### src/rtl/tss_pkg.sv
// Shared definitions for the timestamp exchange slave controller.
// Assumes frame type codes are fixed by the upstream frame decoder.
package tss_pkg;
    localparam int TYPE_W = 2;
    localparam logic [TYPE_W-1:0] FT_SYNC   = 2'd0;
    localparam logic [TYPE_W-1:0] FT_FOLLOW = 2'd1;
    localparam logic [TYPE_W-1:0] FT_PROMPT = 2'd2;
    localparam logic [TYPE_W-1:0] FT_RESP   = 2'd3;

    typedef enum logic [3:0] {
        ST_IDLE,
        ST_WAIT_FOL,
        ST_WAIT_PRE,
        ST_SEND_REQ,
        ST_WAIT_RESP,
        ST_PH_GO,
        ST_WAIT_PH,
        ST_CALC_GO,
        ST_WAIT_RES,
        ST_UPDATE
    } tss_state_e;
endpackage

### src/rtl/tss_tmo_counter.sv
// Cycle counter for state timeouts. It is cleared on every state change
// and flags expiry in the LIMIT-th cycle spent in the same state.
// Assumes LIMIT >= 2.
module tss_tmo_counter #(
    parameter int LIMIT = 4096
) (
    input  logic clk,
    input  logic rst_n,
    input  logic clear_i,
    output logic expired_o
);
    localparam int CW = $clog2(LIMIT + 1);
    localparam logic [CW-1:0] LAST = CW'(LIMIT - 1);

    logic [CW-1:0] cnt_q;

    // Count cycles in the current state, saturating at the last one.
    always_ff @(posedge clk) begin
        if (!rst_n || clear_i) begin
            cnt_q <= '0;
        end else if (cnt_q != LAST) begin
            cnt_q <= cnt_q + 1'b1;
        end
    end

    assign expired_o = (cnt_q == LAST);

    a_r8_count_bounded: assert property (@(posedge clk) disable iff (!rst_n)
        cnt_q <= LAST);
    a_r8_clear_restarts: assert property (@(posedge clk) disable iff (!rst_n)
        clear_i |=> cnt_q == '0);
endmodule

### src/rtl/tss_offset_calc.sv
// Offset calculation: the arrival stamp is first moved earlier by the
// phase lag, and then half of the difference between the two path
// measurements is taken. Operands are unsigned and the arithmetic is
// widened so that it is exact. The result is registered one cycle
// after start_i.
module tss_offset_calc #(
    parameter int TS_W = 64
) (
    input  logic            clk,
    input  logic            rst_n,
    input  logic            start_i,
    input  logic [TS_W-1:0] t1_i,
    input  logic [TS_W-1:0] t2_i,
    input  logic [TS_W-1:0] t3_i,
    input  logic [TS_W-1:0] t4_i,
    input  logic [TS_W-1:0] ph_i,
    output logic            done_o,
    output logic [TS_W-1:0] off_o
);
    localparam int XW = TS_W + 3;

    logic signed [XW-1:0] e1, e2, e3, e4, eph, fwd, back, diff;
    logic unused_bits;

    // Widened signed arithmetic for the two path differences.
    always_comb begin
        e1   = $signed({3'b000, t1_i});
        e2   = $signed({3'b000, t2_i});
        e3   = $signed({3'b000, t3_i});
        e4   = $signed({3'b000, t4_i});
        eph  = $signed({3'b000, ph_i});
        fwd  = e2 - e1;
        back = (e4 - eph) - e3;
        diff = fwd - back;
    end

    assign unused_bits = ^{diff[XW-1:TS_W+1], diff[0]};

    // Register the halved difference and its done flag.
    always_ff @(posedge clk) begin
        if (!rst_n) begin
            done_o <= 1'b0;
            off_o  <= '0;
        end else begin
            done_o <= start_i;
            if (start_i) begin
                off_o <= diff[TS_W:1];
            end
        end
    end
endmodule

### src/rtl/tss_local_clock.sv
// Local time counter. It advances by STEP each cycle. In a load cycle it
// advances by STEP and subtracts the offset at the same time.
module tss_local_clock #(
    parameter int TS_W = 64,
    parameter int STEP = 1
) (
    input  logic            clk,
    input  logic            rst_n,
    input  logic            load_i,
    input  logic [TS_W-1:0] off_i,
    output logic [TS_W-1:0] time_o
);
    localparam logic [TS_W-1:0] INC = TS_W'(STEP);

    // Advance the time, folding in a correction when one is loaded.
    always_ff @(posedge clk) begin
        if (!rst_n) begin
            time_o <= '0;
        end else if (load_i) begin
            time_o <= time_o + INC - off_i;
        end else begin
            time_o <= time_o + INC;
        end
    end

    a_r1_free_run: assert property (@(posedge clk) disable iff (!rst_n)
        !load_i |=> time_o == $past(time_o) + INC);
    a_r7_load_applies: assert property (@(posedge clk) disable iff (!rst_n)
        load_i |=> time_o == $past(time_o) + INC - $past(off_i));
endmodule

### src/rtl/tss_slave_ctrl.sv
// Slave-side controller for the four-timestamp exchange. It sequences the
// frame waits, requests the delay frame, runs the phase handshake, starts
// the offset calculation and loads the correction into the local clock.
// Assumes at most one decoded frame per cycle and a phase unit that
// answers with ready or error.
module tss_slave_ctrl #(
    parameter int TS_W    = 64,
    parameter int TIMEOUT = 4096
) (
    input  logic                      clk,
    input  logic                      rst_n,
    input  logic                      rx_valid,
    input  logic [tss_pkg::TYPE_W-1:0] rx_type,
    input  logic [TS_W-1:0]           rx_payload,
    output logic                      tx_req,
    output logic                      ph_start,
    input  logic                      ph_ready,
    input  logic                      ph_error,
    input  logic [TS_W-1:0]           ph_value,
    output logic                      offset_load,
    output logic [TS_W-1:0]           offset_value,
    output logic [TS_W-1:0]           local_time
);
    import tss_pkg::*;

    tss_state_e      state_q, state_d;
    logic [TS_W-1:0] t1_q, t2_q, t3_q, t4_q, ph_q;
    logic            expired, calc_start, calc_done;
    logic            got_sync, got_fol, got_pre, got_resp;

    assign got_sync = rx_valid && (rx_type == FT_SYNC);
    assign got_fol  = rx_valid && (rx_type == FT_FOLLOW);
    assign got_pre  = rx_valid && (rx_type == FT_PROMPT);
    assign got_resp = rx_valid && (rx_type == FT_RESP);

    // Next-state selection; an expected event takes priority over expiry.
    always_comb begin
        state_d = state_q;
        unique case (state_q)
            ST_IDLE:      if (got_sync) state_d = ST_WAIT_FOL;
            ST_WAIT_FOL:  if (got_fol) state_d = ST_WAIT_PRE;
                          else if (expired) state_d = ST_IDLE;
            ST_WAIT_PRE:  if (got_pre) state_d = ST_SEND_REQ;
                          else if (expired) state_d = ST_IDLE;
            ST_SEND_REQ:  state_d = ST_WAIT_RESP;
            ST_WAIT_RESP: if (got_resp) state_d = ST_PH_GO;
                          else if (expired) state_d = ST_IDLE;
            ST_PH_GO:     state_d = ST_WAIT_PH;
            ST_WAIT_PH:   if (ph_error) state_d = ST_IDLE;
                          else if (ph_ready) state_d = ST_CALC_GO;
                          else if (expired) state_d = ST_IDLE;
            ST_CALC_GO:   state_d = ST_WAIT_RES;
            ST_WAIT_RES:  if (calc_done) state_d = ST_UPDATE;
                          else if (expired) state_d = ST_IDLE;
            ST_UPDATE:    state_d = ST_IDLE;
            default:      state_d = ST_IDLE;
        endcase
    end

    // State register.
    always_ff @(posedge clk) begin
        if (!rst_n) state_q <= ST_IDLE;
        else        state_q <= state_d;
    end

    // Capture the timestamps and phase at the points the exchange defines.
    always_ff @(posedge clk) begin
        if (!rst_n) begin
            t1_q <= '0; t2_q <= '0; t3_q <= '0; t4_q <= '0; ph_q <= '0;
        end else begin
            if (state_q == ST_IDLE && got_sync)     t2_q <= local_time;
            if (state_q == ST_WAIT_FOL && got_fol)  t1_q <= rx_payload;
            if (state_q == ST_SEND_REQ)             t3_q <= local_time;
            if (state_q == ST_WAIT_RESP && got_resp) t4_q <= rx_payload;
            if (state_q == ST_WAIT_PH && !ph_error && ph_ready) ph_q <= ph_value;
        end
    end

    assign tx_req      = (state_q == ST_SEND_REQ);
    assign ph_start    = (state_q == ST_PH_GO);
    assign calc_start  = (state_q == ST_CALC_GO);
    assign offset_load = (state_q == ST_UPDATE);

    tss_tmo_counter #(.LIMIT(TIMEOUT)) i_tmo (
        .clk(clk), .rst_n(rst_n),
        .clear_i(state_d != state_q),
        .expired_o(expired)
    );

    tss_offset_calc #(.TS_W(TS_W)) i_calc (
        .clk(clk), .rst_n(rst_n), .start_i(calc_start),
        .t1_i(t1_q), .t2_i(t2_q), .t3_i(t3_q), .t4_i(t4_q), .ph_i(ph_q),
        .done_o(calc_done), .off_o(offset_value)
    );

    tss_local_clock #(.TS_W(TS_W), .STEP(1)) i_clk (
        .clk(clk), .rst_n(rst_n), .load_i(offset_load),
        .off_i(offset_value), .time_o(local_time)
    );

    a_r2_t2_from_clock: assert property (@(posedge clk) disable iff (!rst_n)
        (state_q == ST_IDLE && got_sync) |=> t2_q == $past(local_time));
    a_r4_req_single: assert property (@(posedge clk) disable iff (!rst_n)
        tx_req |=> !tx_req);
    a_r5_start_single: assert property (@(posedge clk) disable iff (!rst_n)
        ph_start |=> !ph_start);
    a_r6_done_leads_load: assert property (@(posedge clk) disable iff (!rst_n)
        (state_q == ST_WAIT_RES && calc_done) |=> offset_load);
    a_r7_load_single: assert property (@(posedge clk) disable iff (!rst_n)
        offset_load |=> !offset_load);
    a_r9_error_aborts: assert property (@(posedge clk) disable iff (!rst_n)
        (state_q == ST_WAIT_PH && ph_error) |=> state_q == ST_IDLE);
    a_r10_idle_needs_sync: assert property (@(posedge clk) disable iff (!rst_n)
        (state_q == ST_IDLE && !got_sync) |=> state_q == ST_IDLE);
endmodule

### config.mk
export PLATFORM = sky130hd
export DESIGN_NAME = tss_slave_ctrl
export DESIGN_NICKNAME = d
export VERILOG_FILES = /design/src/rtl/tss_pkg.sv /design/src/rtl/tss_tmo_counter.sv /design/src/rtl/tss_offset_calc.sv /design/src/rtl/tss_local_clock.sv /design/src/rtl/tss_slave_ctrl.sv
export SDC_FILE = /design/constraint.sdc
export NUM_CORES = 2
export LEC_CHECK = 0
export BUFFER_PORTS_ARGS = -buffer_cell sky130_fd_sc_hd__buf_2
export CAP_MARGIN = 25
export CORE_MARGIN = 4
export CORE_UTILIZATION = 25
export DETAILED_ROUTE_END_ITERATION = 6
export HOLD_SLACK_MARGIN = 0.12
export PLACE_DENSITY = 0.39
export SETUP_SLACK_MARGIN = 0.15
export SLEW_MARGIN = 20
export SYNTH_ARGS = -nofsm -noshare
export SYNTH_HDL_FRONTEND = slang
export SYNTH_SLANG_ARGS = --single-unit
### constraint.sdc
create_clock -name clk -period 4.7 [get_ports clk]
set_clock_uncertainty 0.1 [all_clocks]
set_input_delay 0.94 -clock clk [delete_from_list [all_inputs] [get_ports clk]]
set_output_delay 0.94 -clock clk [all_outputs]
set_load 0.005 [all_outputs]
==> flow_summary.yaml <==
outcome:
  status: "finished with violations"
  violations: "setup timing"
sta:
  slew_headroom_pct: 34.4
  fin_hold_ws_ns: 0.342
  drv_slew: 0
  fin_tns_setup_ns: -1.13
  fin_crit_ns: 4.90
  setup_slack_ns: -0.205
  worst_pin_slew_ns: 0.984
  finalHoldViolCount: 0
  fmax_mhz: 204
  period_share_pct: 104
  rsz0062_at_grt: "yes"
  finalSetupViolCount: 11
floorplanning:
  rows: 128
  start_util_pct: 25.3
  ios: 266
  dieArea_um2: 130000
  die_width_um: 360
  coreArea_um2: 123000
  fp.dieH_um: 360
clock_network:
  clkSlewWorstSetupHoldPaths_ns: 0.07
  clkSinkCount: 466
  root_buffer: "clkbuf_16"
  cts_tree: "built"
  clock_latency_ns: 0.67
  numCtsBuffers: 60
  clock_path_buffers: 3
  cts_hold_buf: 0
  htreeDepth: 2
routing:
  highest_layer: "met5"
  wl_met3_mm: 4.89
  postRouteAntennaNets: 0
  drt_iter0_markers: 1416
  wl_met1_mm: 53.0
  vias: 28800
  drt_first_pass_iters: 5
  wl_mm: 117
  met2_length_mm: 56.7
  via_per_inst: 4.58
  drc: 0
  wl_per_cell_um: 18.6
synthesis:
  avgSynthCellArea_um2: 7.58
  synthArstFlopShare_pct: 0
  ys_types: 82
  synth_edf_count: 0
  syn_nets: 4549
  ys_seq_area_share_pct: 30.1
  synth_area_um2: 31000
  syn_inst: 4092
  synth-main-ff-cell: "dfxtp_1"
  yosysWarnings: 0
  ys_seq_elements: 466
pwr:
  worst_ir_drop_vdd_mv: 0.269
  p_per_area_nw_per_um2: 280
  p_leak_nw: 17.5
setup_path:
  cp.arrival_ns: 5.35
  cp_slowest_cell: "fa_2"
  path_cells: "inv_2, fa_2, inv_2, fa_2, inv_2, ha_4, a21o_1, ha_4, inv_2, fa_2, nor2b_4, o31a_1, buf_6, o31a_1, o21a_2, o211ai_1, buf_4, a21o_1, a211oi_2, or3_1, a32o_1"
  critPathMaxStageDelay_ns: 0.56
  cp_data_required_time_ns: 5.15
  cp_common_cell: "inv_2"
  worstSetupPathType: "reg -> reg"
  cp_num_buf_inv: 6
  critPathTopFamily: "compound AO/OA/AOI/OAI gates"
  path_max_fanout: 4
  worst_setup_path_end_kind: "register"
  cp-start-kind: "register"
placement:
  gp_congestion: 0.869
  placedCellCount: 6145
  place_ws_ns: -0.421
  io_buffer_count: 265
  dp_hpwl_mm: 90.3
layout:
  regArea_um2: 9360
  final_cells: 6290
  syn2layout_area_growth_pct: 29.7
  fin_nets: 5073
  drive_gt1_share_pct: 22.0
  fin_util_pct: 32.8
  multiInputGateArea_um2: 20000
  fill_cells: 13200
grt:
  grt-ovfl-total: 0
  antenna_found_initial: 3
  grt_pass1_wl_mm: 179
  grt_use_total_pct: 17.7
  grt_pass1_vias: 29200
  grt_max_degree: 152
run:
  max-cap-violations: 0
worst_hold_path:
  hold_class: "reg -> reg"
power breakdown:
group / switching (mW) / total [mW] / leakage (nW) / internal [mW]
Sequential: 0.0117 / 3.97 / 3.76 / 3.96
Combinational: 1.12 / 2.14 / 12.6 / 1.01
Clock: 1.96 / 5.15 / 1.07 / 3.19
Total: 3.09 / 11.3 / 17.5 / 8.17
stage by stage:
stage | power, mW | instance area, µm²
5_1_grt | 11.7 | 40200
2_1_floorplan | 5.02 | 31000
3_5_place_dp | 5.78 | 36500
3_3_place_gp | 5.79 | 36500
4_1_cts | 11.2 | 39300
6_report | 11.3 | 40200
timing repair:
action                                  4_1_cts  5_1_grt
pin swaps                                    63       88
gates resized for setup                     120      194
setup buffers                                13       21
endpoints found under the setup margin       69       68
hold endpoints to repair                      0        0
area by class of cell:
class	count	share of cell area [%]
antenna	1	0.00622
tap	1625	5.05
multi-input combinational	2836	49.6
clock buffer	81	4.25
inverter	579	5.42
clock inverter	29	1.18
sequential	466	23.3
timing repair buffer	673	11.2
routing by layer:
| metal | vias to the layer above | GRT usage [%] |
|---|---|---|
| met1 | 13800 | 23.2 |
| met4 | 2 | 3.77 |
| met3 | 115 | 2.82 |
| met5 | - | 0 |
| li1 | 14400 | - |
| met2 | 467 | 30.7 |
cells by family (layout without fill, tap and decap cells):
| family | after synthesis | count (layout) | share of synthesized area, % |
|---|---|---|---|
| adder cells (fa/ha/maj) | 322 | 322 | 17.6 |
| flip-flops | 466 | 466 | 30.1 |
| AO/OA/AOI/OAI | 963 | 963 | 18.6 |
| buffers and inverters | 790 | 1362 | 9.64 |
| other | 0 | 1 | 0 |
| multiplexers | 6 | 6 | 0.194 |
| XOR/XNOR | 168 | 168 | 4.74 |
| AND/OR/NAND/NOR | 1377 | 1377 | 19.1 |
cell usage after synthesis (5+ instances only):
cell type  number  share of area [%]
nand3_1        70                1.1
mux2i_1         6               0.19
a21o_1         68                1.6
a221o_1         7               0.23
o21ai_0       120                1.9
buf_2           8               0.13
buf_1           7              0.085
a221oi_1        8               0.23
inv_1         579                7.0
nor2b_1        13               0.26
or2_2           7               0.14
ha_1          130                5.2
o31ai_1         9               0.22
or3_1          16               0.32
xnor2_1       108                3.0
clkbuf_1      192                2.3
nand2_1       868                 10
and3_1         42               0.85
dfxtp_1       466                 30
fa_1          192                 12
xor2_1         60                1.7
nor2_1        184                2.2
nor3_1         44               0.71
o221ai_1        7               0.20
nor4_1          5               0.10
o2111ai_1       7               0.20
o21a_1         19               0.46
o21bai_1       33               0.80
a21oi_1       512                8.3
and4_1         11               0.31
a211o_1         6               0.17
nand4_1        66                1.3
or4_1           5               0.12
a31oi_1        16               0.32
a211oi_1       60                1.5
o211ai_1       23               0.56
a31o_2          7               0.20
a21boi_0        7               0.17
a41oi_1         7               0.20
and2_1         15               0.30
nand2b_1       15               0.30
flip-flops by register name (all words and copies together), names as in the netlist:
register       flops
i_calc.off_o      64
i_clk.time_o      64
ph_q              64
t1_q              64
t2_q              64
t3_q              64
t4_q              64
i_tmo.cnt_q       13
state_q            4
i_calc.done_o      1
cell usage in the layout, fill, tap and decap left out, types with 10 or more instances in the layout:
cell and n:
a211oi_1 53, a21o_1 67, a21oi_1 480, a21oi_2 28
a31oi_1 14, and2_1 13, and3_1 30, and3_4 10
buf_2 265, buf_4 381, buf_6 23, bufinv_16 12
clkbuf_16 60, clkbuf_8 13, clkinv_2 11, dfxtp_1 444
dfxtp_2 22, fa_1 188, ha_1 106, ha_4 20
inv_1 555, inv_2 22, nand2_1 862, nand2b_1 15
nand3_1 60, nand4_1 66, nor2_1 172, nor2b_1 11
nor3_1 38, o211ai_1 23, o21a_1 18, o21ai_0 90
o21ai_1 21, o21bai_1 30, or3_1 15, xnor2_1 99
xor2_1 60
worst paths after layout:
kind,startpoint,endpoint,slack (ns),cells after the start
hold / removal,i_tmo.cnt_q[12],i_tmo.cnt_q[12],0.34,2
setup / recovery,t4_q[0],i_calc.off_o[44],-0.20,21
setup reg to reg,t4_q[0],i_calc.off_o[44],-0.20,21
hold reg to reg,i_tmo.cnt_q[12],i_tmo.cnt_q[12],0.34,2
worst min-delay path: cells and delay by family (launching register included):
kind | cells | cell delay, ns
flops | 1 | 0.29
buf+inv | 1 | 0.06
compound gates | 1 | 0.04
Note: power is estimated with default switching activity, not from simulation.
